**config.mk**
```make
export PLATFORM = sky130hd
export DESIGN_NAME = imm_rename_tracker
export DESIGN_NICKNAME = d
export VERILOG_FILES = /design/src/rtl/imr_pkg.sv /design/src/rtl/imr_map.sv /design/src/rtl/imr_fold.sv /design/src/rtl/imr_uop_reg.sv /design/src/rtl/imm_rename_tracker.sv
export SDC_FILE = /design/constraint.sdc
export NUM_CORES = 1
export LEC_CHECK = 0
export BUFFER_PORTS_ARGS = -buffer_cell sky130_fd_sc_hd__buf_2
export CORE_ASPECT_RATIO = 0.75
export CORE_MARGIN = 5
export CORE_UTILIZATION = 40
export CTS_BUF_LIST = sky130_fd_sc_hd__clkbuf_4 sky130_fd_sc_hd__clkbuf_8
export DETAILED_ROUTE_END_ITERATION = 12
export PLACE_DENSITY_LB_ADDON = 0.25
export SETUP_SLACK_MARGIN = 0.1
export SYNTH_ARGS = -nofsm -noshare
export SYNTH_HDL_FRONTEND = slang
export SYNTH_HIERARCHICAL = 1
export SYNTH_SLANG_ARGS = --single-unit
```
**constraint.sdc**
```tcl
create_clock -name clk -period 5.1 [get_ports clk]
set_input_delay 0.765 -clock clk [delete_from_list [all_inputs] [get_ports clk]]
set_output_delay 0.765 -clock clk [all_outputs]
set_load 0.02 [all_outputs]
```
**src/rtl/imr_pkg.sv**
```systemverilog
package imr_pkg;

  typedef enum logic [2:0] {
    OP_NOP  = 3'd0,
    OP_MOVI = 3'd1,
    OP_ADDI = 3'd2,
    OP_SUBI = 3'd3,
    OP_ZERO = 3'd4,
    OP_ALU  = 3'd5
  } op_e;

  typedef enum logic [1:0] {
    K_MOVI = 2'd0,
    K_ADD3 = 2'd1,
    K_ALU  = 2'd2
  } kind_e;

endpackage

```
**src/rtl/imr_map.sv**
```systemverilog
module imr_map #(
  parameter int NREG   = 16,
  parameter int PTAG_W = 7,
  parameter int OFF_W  = 11,
  localparam int AIDX_W = $clog2(NREG)
) (
  input  logic              clk,
  input  logic              rst_n,
  input  logic              wr_en,
  input  logic [AIDX_W-1:0] wr_idx,
  input  logic [PTAG_W-1:0] wr_tag,
  input  logic [OFF_W-1:0]  wr_off,
  input  logic [AIDX_W-1:0] rd_idx,
  output logic [PTAG_W-1:0] rd_tag,
  output logic [OFF_W-1:0]  rd_off,
  input  logic [AIDX_W-1:0] pr_idx,
  output logic [PTAG_W-1:0] pr_tag,
  output logic [OFF_W-1:0]  pr_off
);

  logic [PTAG_W-1:0] ent_tag   [NREG];
  logic [OFF_W-1:0]  ent_off   [NREG];
  logic [PTAG_W-1:0] ent_tag_d [NREG];
  logic [OFF_W-1:0]  ent_off_d [NREG];

  for (genvar i = 0; i < NREG; i++) begin : g_ent
    logic hit;
    assign hit = wr_en && (wr_idx == AIDX_W'(i));

    always_comb begin
      ent_tag_d[i] = ent_tag[i];
      ent_off_d[i] = ent_off[i];
      if (hit) begin
        ent_tag_d[i] = wr_tag;
        ent_off_d[i] = wr_off;
      end
    end

    always_ff @(posedge clk or negedge rst_n) begin
      if (!rst_n) begin
        ent_tag[i] <= PTAG_W'(i + 1);
        ent_off[i] <= '0;
      end else if (hit) begin
        ent_tag[i] <= ent_tag_d[i];
        ent_off[i] <= ent_off_d[i];
      end
    end
  end

  assign rd_tag = ent_tag[rd_idx];
  assign rd_off = ent_off[rd_idx];
  assign pr_tag = ent_tag[pr_idx];
  assign pr_off = ent_off[pr_idx];


  reset_map_chk: assert property (@(posedge clk) disable iff (!rst_n)
    $rose(rst_n) |-> (ent_off[0] == '0));

endmodule

```
**src/rtl/imr_fold.sv**
```systemverilog
module imr_fold
  import imr_pkg::*;
#(
  parameter int OFF_W = 11,
  parameter int IMM_W = 16,
  localparam int EW = IMM_W + 1
) (
  input  logic [2:0]       op,
  input  logic [IMM_W-1:0] imm,
  input  logic [OFF_W-1:0] src_off,
  output logic             writes,
  output logic             absorb,
  output logic             zero_base,
  output logic [OFF_W-1:0] new_off,
  output logic [EW-1:0]    eff_imm,
  output logic [1:0]       kind
);

  logic [EW-1:0]    imm_x;
  logic             imm_ok;
  logic [OFF_W:0]   sum;
  logic             sum_ovf;
  logic [EW-OFF_W:0] top_bits;
  op_e              opc;

  assign opc      = op_e'(op);
  assign imm_x    = {imm[IMM_W-1], imm};
  assign eff_imm  = (opc == OP_SUBI) ? (~imm_x + EW'(1)) : imm_x;
  assign top_bits = eff_imm[EW-1:OFF_W-1];
  assign imm_ok   = (&top_bits) | ~(|top_bits);
  assign sum      = {src_off[OFF_W-1], src_off} + {eff_imm[OFF_W-1], eff_imm[OFF_W-1:0]};
  assign sum_ovf  = sum[OFF_W] ^ sum[OFF_W-1];

  always_comb begin
    writes    = 1'b0;
    absorb    = 1'b0;
    zero_base = 1'b0;
    new_off   = '0;
    kind      = K_ALU;
    unique case (opc)
      OP_MOVI: begin
        writes    = 1'b1;
        absorb    = imm_ok;
        zero_base = 1'b1;
        new_off   = imm[OFF_W-1:0];
        kind      = K_MOVI;
      end
      OP_ADDI, OP_SUBI: begin
        writes  = 1'b1;
        absorb  = imm_ok && !sum_ovf;
        new_off = sum[OFF_W-1:0];
        kind    = K_ADD3;
      end
      OP_ZERO: begin
        writes    = 1'b1;
        absorb    = 1'b1;
        zero_base = 1'b1;
      end
      OP_ALU: begin
        writes = 1'b1;
        kind   = K_ALU;
      end
      default: ;
    endcase
  end


  always_comb begin
    if (absorb && (opc == OP_ADDI || opc == OP_SUBI)) begin
      fold_sum_chk: assert (int'($signed(new_off)) ==
                            int'($signed(src_off)) + int'($signed(eff_imm)));
    end
  end

endmodule

```
**src/rtl/imr_uop_reg.sv**
```systemverilog
module imr_uop_reg #(
  parameter int PTAG_W = 7,
  parameter int OFF_W  = 11,
  parameter int IMM_W  = 16
) (
  input  logic              clk,
  input  logic              rst_n,
  input  logic              issue,
  input  logic [1:0]        kind_i,
  input  logic [PTAG_W-1:0] dst_i,
  input  logic [PTAG_W-1:0] src_i,
  input  logic [OFF_W-1:0]  off_i,
  input  logic [IMM_W:0]    imm_i,
  output logic              valid_o,
  output logic [1:0]        kind_o,
  output logic [PTAG_W-1:0] dst_o,
  output logic [PTAG_W-1:0] src_o,
  output logic [OFF_W-1:0]  off_o,
  output logic              off_used_o,
  output logic [IMM_W:0]    imm_o
);

  logic used_d;
  assign used_d = |off_i;

  always_ff @(posedge clk or negedge rst_n) begin
    if (!rst_n) valid_o <= 1'b0;
    else        valid_o <= issue;
  end

  always_ff @(posedge clk or negedge rst_n) begin
    if (!rst_n) begin
      kind_o     <= '0;
      dst_o      <= '0;
      src_o      <= '0;
      off_o      <= '0;
      off_used_o <= 1'b0;
      imm_o      <= '0;
    end else if (issue) begin
      kind_o     <= kind_i;
      dst_o      <= dst_i;
      src_o      <= src_i;
      off_o      <= off_i;
      off_used_o <= used_d;
      imm_o      <= imm_i;
    end
  end

endmodule

```
**src/rtl/imm_rename_tracker.sv**
```systemverilog
module imm_rename_tracker
  import imr_pkg::*;
#(
  parameter int NREG   = 16,
  parameter int PTAG_W = 7,
  parameter int OFF_W  = 11,
  parameter int IMM_W  = 16,
  localparam int AIDX_W = $clog2(NREG)
) (
  input  logic              clk,
  input  logic              rst_n,
  input  logic              in_valid,
  input  logic [2:0]        in_op,
  input  logic [AIDX_W-1:0] in_dst,
  input  logic [AIDX_W-1:0] in_src,
  input  logic [IMM_W-1:0]  in_imm,
  input  logic [PTAG_W-1:0] alloc_tag,
  output logic              alloc_req,
  output logic              uop_valid,
  output logic [1:0]        uop_kind,
  output logic [PTAG_W-1:0] uop_dst_tag,
  output logic [PTAG_W-1:0] uop_src_tag,
  output logic [OFF_W-1:0]  uop_src_off,
  output logic              uop_off_used,
  output logic [IMM_W:0]    uop_imm,
  input  logic [AIDX_W-1:0] probe_reg,
  output logic [PTAG_W-1:0] probe_tag,
  output logic [OFF_W-1:0]  probe_off
);

  logic [PTAG_W-1:0] src_tag;
  logic [OFF_W-1:0]  src_off;
  logic              writes, absorb, zero_base;
  logic [OFF_W-1:0]  new_off;
  logic [IMM_W:0]    eff_imm;
  logic [1:0]        kind;
  logic              wr_en, issue;
  logic [PTAG_W-1:0] wr_tag;
  logic [OFF_W-1:0]  wr_off;
  logic [PTAG_W-1:0] u_src_tag;
  logic [OFF_W-1:0]  u_src_off;
  logic [IMM_W:0]    u_imm;

  imr_fold #(.OFF_W(OFF_W), .IMM_W(IMM_W)) u_fold (
    .op(in_op), .imm(in_imm), .src_off(src_off),
    .writes(writes), .absorb(absorb), .zero_base(zero_base),
    .new_off(new_off), .eff_imm(eff_imm), .kind(kind)
  );

  assign wr_en     = in_valid && writes;
  assign issue     = wr_en && !absorb;
  assign alloc_req = issue;

  always_comb begin
    if (absorb) begin
      wr_tag = zero_base ? '0 : src_tag;
      wr_off = new_off;
    end else begin
      wr_tag = alloc_tag;
      wr_off = '0;
    end
  end

  always_comb begin
    u_src_tag = src_tag;
    u_src_off = src_off;
    u_imm     = eff_imm;
    if (kind == K_MOVI) begin
      u_src_tag = '0;
      u_src_off = '0;
    end
    if (kind == K_ALU) u_imm = '0;
  end

  imr_map #(.NREG(NREG), .PTAG_W(PTAG_W), .OFF_W(OFF_W)) u_map (
    .clk(clk), .rst_n(rst_n),
    .wr_en(wr_en), .wr_idx(in_dst), .wr_tag(wr_tag), .wr_off(wr_off),
    .rd_idx(in_src), .rd_tag(src_tag), .rd_off(src_off),
    .pr_idx(probe_reg), .pr_tag(probe_tag), .pr_off(probe_off)
  );

  imr_uop_reg #(.PTAG_W(PTAG_W), .OFF_W(OFF_W), .IMM_W(IMM_W)) u_uop (
    .clk(clk), .rst_n(rst_n), .issue(issue),
    .kind_i(kind), .dst_i(alloc_tag), .src_i(u_src_tag),
    .off_i(u_src_off), .imm_i(u_imm),
    .valid_o(uop_valid), .kind_o(uop_kind), .dst_o(uop_dst_tag),
    .src_o(uop_src_tag), .off_o(uop_src_off), .off_used_o(uop_off_used),
    .imm_o(uop_imm)
  );


  movi_absorb_chk: assert property (@(posedge clk) disable iff (!rst_n)
    (in_valid && in_op == 3'd1 && in_imm[IMM_W-1:OFF_W-1] == '0) |=> !uop_valid);


  alloc_issue_chk: assert property (@(posedge clk) disable iff (!rst_n)
    alloc_req |=> (uop_valid && uop_dst_tag == $past(alloc_tag)));


  idle_quiet_chk: assert property (@(posedge clk) disable iff (!rst_n)
    !in_valid |=> !uop_valid);


  alu_issue_chk: assert property (@(posedge clk) disable iff (!rst_n)
    (in_valid && in_op == 3'd5) |=> (uop_valid && uop_kind == 2'd2));

endmodule

```
# Word level (Yosys, flattened, before mapping)
# Cells that the tools add are included.
# totals
latch_bits	0
input_bits	41
romBits	0
elab_cells	123
output_inout_bits	65
register_bits	334
n_memories	0
mem_bits_rw	0
# classes
shifts	0
magnitude_cmp	2
eq_ne	21
n_bitwise	6
n_mul	0
addsub	2
n_mux	24
n_div	0
n_reduce_logical	29
# op_table
op	n
binary-select mux 11 bit (select 4 bit)	2
two-way mux 11 bit	6
binary-select mux 7 bit (select 4 bit)	2
two-way mux 7 bit	7
two-way mux 17 bit	2
== test 4 bit, second input constant	8
case mux 11 bit (2 select lines)	1
logical AND 1 bit	19
adder 17 x 1 -> 17 bit, second input constant	1
inverter 17 bit	1
== test 4 x 3 -> 1 bit, second input constant	4
adder 11 x 11 -> 12 bit	1
OR reduction 11 bit	1
>= comparator 5 bit, second input constant	2
inverter 4 -> 5 bit	2
== test 4 x 2 -> 1 bit, second input constant	2
AND reduction 7 bit	1
OR reduction 7 bit	1
== test 3 x 2 -> 1 bit, second input constant	2
== test 3 bit, second input constant	2
OR reduction 5 bit	1
== test 4 x 1 -> 1 bit, second input constant	1
zero test 4 bit	1
case mux 2 bit (2 select lines)	1
other kinds (10)	13

# Logic depth before layout (Yosys ltp)
# Gate-level depths: netlist (run 1).
# depth
depth_word	11
mapped_depth	19
mapped_depth_nobuf	17

# Cells and area by module
# Netlist (run 1), hierarchy kept.
# modules_own_cells
mod	area_per_inst_um2	instances	seq_area_each_um2	cells_each
imr_map	15014.4	1	7248.2	946
imr_uop_reg	1915.6	1	1151.1	100
imr_fold	1352.5	1	0.0	198
imm_rename_tracker	475.5	1	0.0	66

# Worst setup path after synthesis (run 1)
# No wires, ideal clock.
# synth_path
kind	input-to-output
start	in in_src[0]
end	out alloc_req
path_slack_ns	0.175
t_arrival_ns	4.160
n_path_buf	2
path_stages	15
required_time_ns	4.335
path_cell_list	buf_2 buf_2 mux4_2 a22oi_1 nand2_1 ha_1 fa_1 a21o_1 a21oi_1 a211oi_1 or3_1 mux2i_1 o22a_1 inv_1 and2_1
# synth_between
elab_chain_cells	11
# synth_lines
element	line	rtl
from (decl)	imm_rename_tracker.sv:15	input logic [AIDX_W-1:0] in_src,
inverter 4 -> 5 bit (not written as such)	imr_map.sv:51	assign rd_off = ent_off[rd_idx];
binary-select mux 11 bit (select 4 bit)	imr_map.sv:51	
two-way mux 11 bit (not written as such) (2 in series)	imr_map.sv:51	
net src_off[0]	imm_rename_tracker.sv:32	logic [OFF_W-1:0] src_off;
adder 11 x 11 -> 12 bit	imr_fold.sv:31	assign sum = {src_off[OFF_W-1], src_off} + {eff_imm[OFF_W-1], eff_imm[OFF_W-1:0]};
bitwise XOR 1 bit	imr_fold.sv:32	assign sum_ovf = sum[OFF_W] ^ sum[OFF_W-1];
zero test 1 bit	imr_fold.sv:50	absorb = imm_ok && !sum_ovf;
logical AND 1 bit	imr_fold.sv:50	
case mux 1 bit (3 select lines)	imr_fold.sv:40	unique case (opc)
net absorb	imm_rename_tracker.sv:33	logic writes, absorb, zero_base;
zero test 1 bit	imm_rename_tracker.sv:51	assign issue = wr_en && !absorb;
logical AND 1 bit	imm_rename_tracker.sv:51	
to (decl)	imm_rename_tracker.sv:18	output logic alloc_req,
# The timed path passes the listed nets, and every way through them passes these cells. The select of a mux whose other input is x is not followed.

# Worst setup path in the final report (run 1)
# Same ends and word-level chain as after synthesis.

==> flow_summary.ini, run 1 <==
[outcome]
status = finished, final reports clean

[synthesis]
ys_top_cells_by_count = dfrtp_1, mux2_2, mux4_2
ys_seq_elements = 334
synthTopCellsByArea = dfrtp_1, mux2_2, mux4_2, dfstp_2, mux2_4
yosysSeqAreaShare_pct = 44.78
synth-xor-area-share_pct = 0.8404
synthDistinctLibCells = 71
synthMostInstantiatedCell = dfrtp_1
synth_cells = 1310
synth_top_family_by_area = multiplexers
yosysWarnings = 6
muxShareOfSynthArea_pct = 38.11
yosysTopAreaCellShare_pct = 40.15
synth_compound_area_share_pct = 5.403
async_reset_ff_share_pct = 100.0
synth_flop_cell = dfrtp_1
synth_nets = 1365
synth.cell_area_um2 = 18760
synth-simple-area-share_pct = 6.584
synth_fa_ha_area_share_pct = 0.9739
synth_edf_count = 0
syn_area_per_cell_um2 = 14.32
yosysTopAreaCell = dfrtp_1

[floorplan]
coreArea_um2 = 46200
placementRows = 68
io_pins = 106
die_area_um2 = 51370
die_y_um = 197.5
die_width_um = 260.1
start_util_pct = 40.60

[placement]
port_buffers = 105
dp_hpwl_mm = 34.31
finalWeightedCongestion = 0.8535
place_worst_setup_slack_ps = 124.5

[global_routing]
track_usage_pct = 21.07
grt_max_degree = 111
grt-ovfl-total = 0
grt_pass1_vias = 12740
grt_pass1_wl_mm = 82.57
antenna_found_initial = 2

[worst_setup_path]
r2r_slack_ps = 960
reg2reg_from = u_map/ent_off[45]
worst_setup_path_start_kind = primary input
worstPathMaxFanout = 14
worstRegToRegCells = 17
critPathTopFamily = compound AO/OA/AOI/OAI gates
crit_start = in_src[0]
path_depth = 16
crit_required_ps = 4340
cp_cell_sequence = buf_6 > buf_16 > buf_6 > mux4_2 > a22oi_1 > nand2_1 > ha_1 > a21o_1 > a21oi_1 > o21bai_1 > a31oi_1 > mux2i_1 > o22a_1 > inv_1 > and2_2 > buf_2
endpoint = alloc_req
arrival_ps = 4090
worstSetupEndpointType = output pin
cpMaxStageDelayCell = mux4_2
slowest_delay_ps = 510
worst_r2r_endpoint = u_map/ent_tag[62]
cpMostUsedCell = buf_6
critical_path_buf_inv_count = 5
path_class = primary input to output pin

[final_layout]
multi_input_area_um2 = 9794
finalNetCount = 1503
syn_to_final_growth_pct = 14.75
final_util_pct = 46.59
seq_area_um2 = 8399
fillers = 4112
drive_gt1_share_pct = 56.82

[clocking]
clock_path_buffers = 3
clk_pin_slew_worst_paths_ps = 60
clk_latency_ps = 630
tritoncts = built
cts_buffers = 53
clockRootBuffer = clkbuf_8
htree_levels = 2
hold_buffers = 0
cts.sinks = 334

[flow_run]
maxCapViolations = 0

[routing]
drc = 0
num_vias = 12540
wl_per_cell_um = 25.84
drt-initial-drc-count = 1155
wirelength_mm = 54.81
viasPerCell = 5.910
drtAntennaViolNets = 0
drt-pass1-iter-count = 6

[timing]
max_freq_mhz = 205.8
rsz0062_at_grt = false
tns_ps = 0
finalSetupViolCount = 0
period_minus_slack_ps = 4859
min_period_over_period_pct = 95.28
fin_ws_ps = 240.7
slew_violations = 0
final_hold_viol_count = 0
skew_ps = 34.63
relSlewSlack_pct = 31.14
tightest_slew_ps = 1030

[power]
vdd_ir_drop_max_uv = 222.0
p_per_area_nw_per_um2 = 322.2
p_leak_nw = 9.804

[hold_path]
min_path_type = primary input to async pin
## worst min-delay path by stage
stage                         end  cells past startpoint  slack, ps            from
2_1_floorplan    u_map/ent_off[0]                      0        470           rst_n
3_3_place_gp       u_uop/dst_o[6]                      1        490  u_uop/dst_o[6]
3_5_place_dp       u_uop/dst_o[6]                      1        490  u_uop/dst_o[6]
4_1_cts        u_map/ent_off[165]                      1        220           rst_n
5_1_grt         u_map/ent_off[33]                      1        230           rst_n
6_report        u_map/ent_off[33]                      1        160           rst_n
## cells by family after synthesis
| kind of cell | Yosys count |
|---|---|
| xor gates and xnor gates | 18 |
| muxes | 478 |
| adders and majority gates | 14 |
| DFF | 334 |
| AOI/OAI and AO/OA | 142 |
| and+or+nand+nor | 209 |
| buffers and inverters | 115 |
## flip-flops by register name, indices dropped and copies added, names as in the netlist, 2 cells and up
| signal | count |
|---|---|
| u_uop/src_o | 7 |
| u_uop/imm_o | 17 |
| u_uop/off_o | 11 |
| u_map/ent_tag | 112 |
| u_uop/kind_o | 2 |
| u_uop/dst_o | 7 |
| u_map/ent_off | 176 |
## placed cells by master, fill, tap and decap left out, types with 10 or more instances in the layout
cell,count
a21oi_1,18
a22oi_1,72
and2_1,15
and2_4,10
buf_12,10
buf_2,100
buf_4,74
clkbuf_4,24
clkbuf_8,68
dfrtp_1,301
dfstp_2,33
ha_1,11
mux2_2,289
mux2_4,39
mux4_2,144
nand2_1,55
nand3b_1,13
nor2_1,19
nor2_2,10
nor2b_1,21
o21ai_0,13
xnor2_1,11
## layout make-up
| cell class | count | share of cell area [%] |
|---|---|---|
| multi-input cells | 861 | 45.50 |
| clock inverters | 4 | 0.1395 |
| well taps | 630 | 3.662 |
| clock buffers | 92 | 5.185 |
| repair buffers | 190 | 6.324 |
| inverters | 8 | 0.1395 |
| flip-flops and latches | 334 | 39.02 |
| diodes | 2 | 0.02325 |
## through the flow
stage               cell area (um^2)  hold slack (ps)  total power, mW  cells
floorplan                      18760            469.4            4.062   1310
finish                         21520            157.8            6.935   2121
CTS                            21420            215.9            7.003   2114
global placement               20270            486.2            4.474   2018
global route                   21520            231.8            7.259   2119
detailed placement             20270            489.9            4.506   2018
## what timing repair did
item | in CTS | in global routing
pin swaps | 0 | 2
cloned | 0 | 1
setup endpoints to repair | 1 | 1
setup buffers | 0 | 4
resized for setup | 1 | 11
## metal layers
layer | share of wire, % | wire length (um) | track usage (%)
met4 | 2.8 | 1539 | 5.848
met3 | 8.3 | 4557 | 4.447
met1 | 46 | 24960 | 32.27
met2 | 43 | 23740 | 30.46
met5 | 0.024 | 13 | 0
## report_power, final
part,internal [mW],switching (mW),total (mW)
combinational,0.668,0.625,1.29
sequential,2.98,0.193,3.18
clock,1.37,1.10,2.46
total,5.02,1.91,6.94
Power figures use the tool's default switching activity.
==> run 2: changes to the inputs <==
Clock period 5.1 ns to 5.3 ns, I/O delays scaled along.
==> run 2 against run 1 <==
Compared with the run above:
- cell count is 1.6% lower
- clock skew up 0.90 ps
- via count is 1.9% lower
- critical path depth down 1
- die area is the same
- worst setup slack gained 64 ps
- power decreased by 5.6%
- combinational power is 5% lower
- cell area fell by 1.6%
- clock power down 8%
- sequential share of layout area up 0.65 points
- largest cell class unchanged
==> flow_summary.ini, run 2 (synthesis gave the netlist of run 1 again) <==
[timing]
skew_ps = 35.53
final_hold_viol_count = 0
hold_ws_ps = 190.1
fin_ws_ps = 304.5
slew_violations = 0
rsz0062_at_grt = false
max_freq_mhz = 200.2
tns_ps = 0
period_minus_slack_ps = 4996
finalSetupViolCount = 0
min_period_over_period_pct = 94.25
tightest_slew_ps = 1001
relSlewSlack_pct = 32.93

[floorplan]
io_pins = 106
placementRows = 68
coreArea_um2 = 46200
start_util_pct = 40.60
die_area_um2 = 51370
die_width_um = 260.1
die_y_um = 197.5

[routing]
drt-initial-drc-count = 1113
drtAntennaViolNets = 0
drc = 0
num_vias = 12300
viasPerCell = 5.893
wl_per_cell_um = 26.06
drt-pass1-iter-count = 5
wirelength_mm = 54.39

[final_layout]
drive_gt1_share_pct = 55.66
largest_reg_flops = 176
fillers = 4171
mostFrequentLayoutCell = dfrtp_1
finalNetCount = 1474
layout_common_cells = dfrtp_1, mux2_2, mux4_2
multi_input_area_um2 = 9779
seq_area_um2 = 8399
final_util_pct = 45.83
n_antenna_cell = 0
top_register = u_map/ent_off
largestRegisters = u_map/ent_off: 176 flops, u_map/ent_tag: 112 flops, u_uop/imm_o: 17 flops
syn_to_final_growth_pct = 12.88

[clocking]
clk_pin_slew_worst_paths_ps = 60
clock_path_buffers = 3
hold_buffers = 0
cts.sinks = 334
cts.repair.resized = 0
clk_latency_ps = 620
htree_levels = 2
clockRootBuffer = clkbuf_8
tritoncts = built
cts_buffers = 51
cts_setup_buffers = 0

[worst_setup_path]
slowest_delay_ps = 540
worstSetupEndpointType = output pin
cp_cell_sequence = buf_8 > mux4_2 > a22oi_1 > nand2_1 > ha_1 > fa_1 > a21o_1 > a21oi_2 > a211oi_1 > or3_1 > mux2i_1 > o22a_1 > inv_1 > and2_2 > buf_2
path_class = primary input to output pin
worstPathMaxFanout = 13
critical_path_buf_inv_count = 3
worst_setup_path_start_kind = primary input
arrival_ps = 4200
cpMaxStageDelayCell = mux4_2
critPathTopFamily = compound AO/OA/AOI/OAI gates
crit_required_ps = 4510

[global_routing]
grt_max_degree = 129
grt-ovfl-total = 0
track_usage_pct = 21.06
antenna_found_initial = 0
grt_pass1_wl_mm = 82.25
grt_pass1_vias = 12730

[hold_path]
min_path_type = primary input to async pin

[placement]
dp_hpwl_mm = 34.37
finalWeightedCongestion = 0.8771
port_buffers = 105
place_worst_setup_slack_ps = 80.08

[power]
p_total_mw = 6.546
vdd_ir_drop_max_uv = 198.3
p_per_area_nw_per_um2 = 309.2
p_leak_nw = 9.608

[outcome]
status = finished, final reports clean

[flow_run]
maxCapViolations = 0
[run 2: path summary, 6_finish.rpt]
path	start	end	slack, ps	cells after the start
min reg2reg	u_uop/dst_o[2]	u_uop/dst_o[2]	500	1
max reg2reg	u_map/ent_off[44]	u_uop/off_used_o	880	16
min	rst_n	u_map/ent_off[132]	190	1
max	in_src[0]	alloc_req	300	15
max in group asynchronous	rst_n	u_map/ent_tag[37]	3890	2
min in group clk	alloc_tag[1]	u_uop/dst_o[1]	430	2
[run 2: metal layers]
layer	vias to the layer above	global-route usage [%]	wire, um
met5	-	0.3704	0
met4	0	4.009	833
met3	70	5.661	4658
met2	457	31.34	23980
met1	6523	31.44	24910
li1	5248	-	-
[run 2: per-stage QoR]
step | cell area, um^2 | cells
final | 21170 | 2087
after detailed placement | 20050 | 1995
after floorplan | 18760 | 1310
after global placement | 20050 | 1995
after CTS | 21120 | 2086
after global routing | 21170 | 2087
[run 2: final cells by class]
cell class	instances	share of cell area (%)
multi-input combinational	861	46.19
sequential	334	39.67
timing repair buffer	163	5.218
clock buffer	88	4.952
tap	630	3.723
inverter	8	0.1418
clock inverter	3	0.1123
[run 2: where the power goes]
part,switching [mW],leakage (nW),internal (mW)
clock,1.03,0.576,1.23
sequential,0.187,4.39,2.87
combinational,0.591,4.64,0.629
total,1.81,9.61,4.74
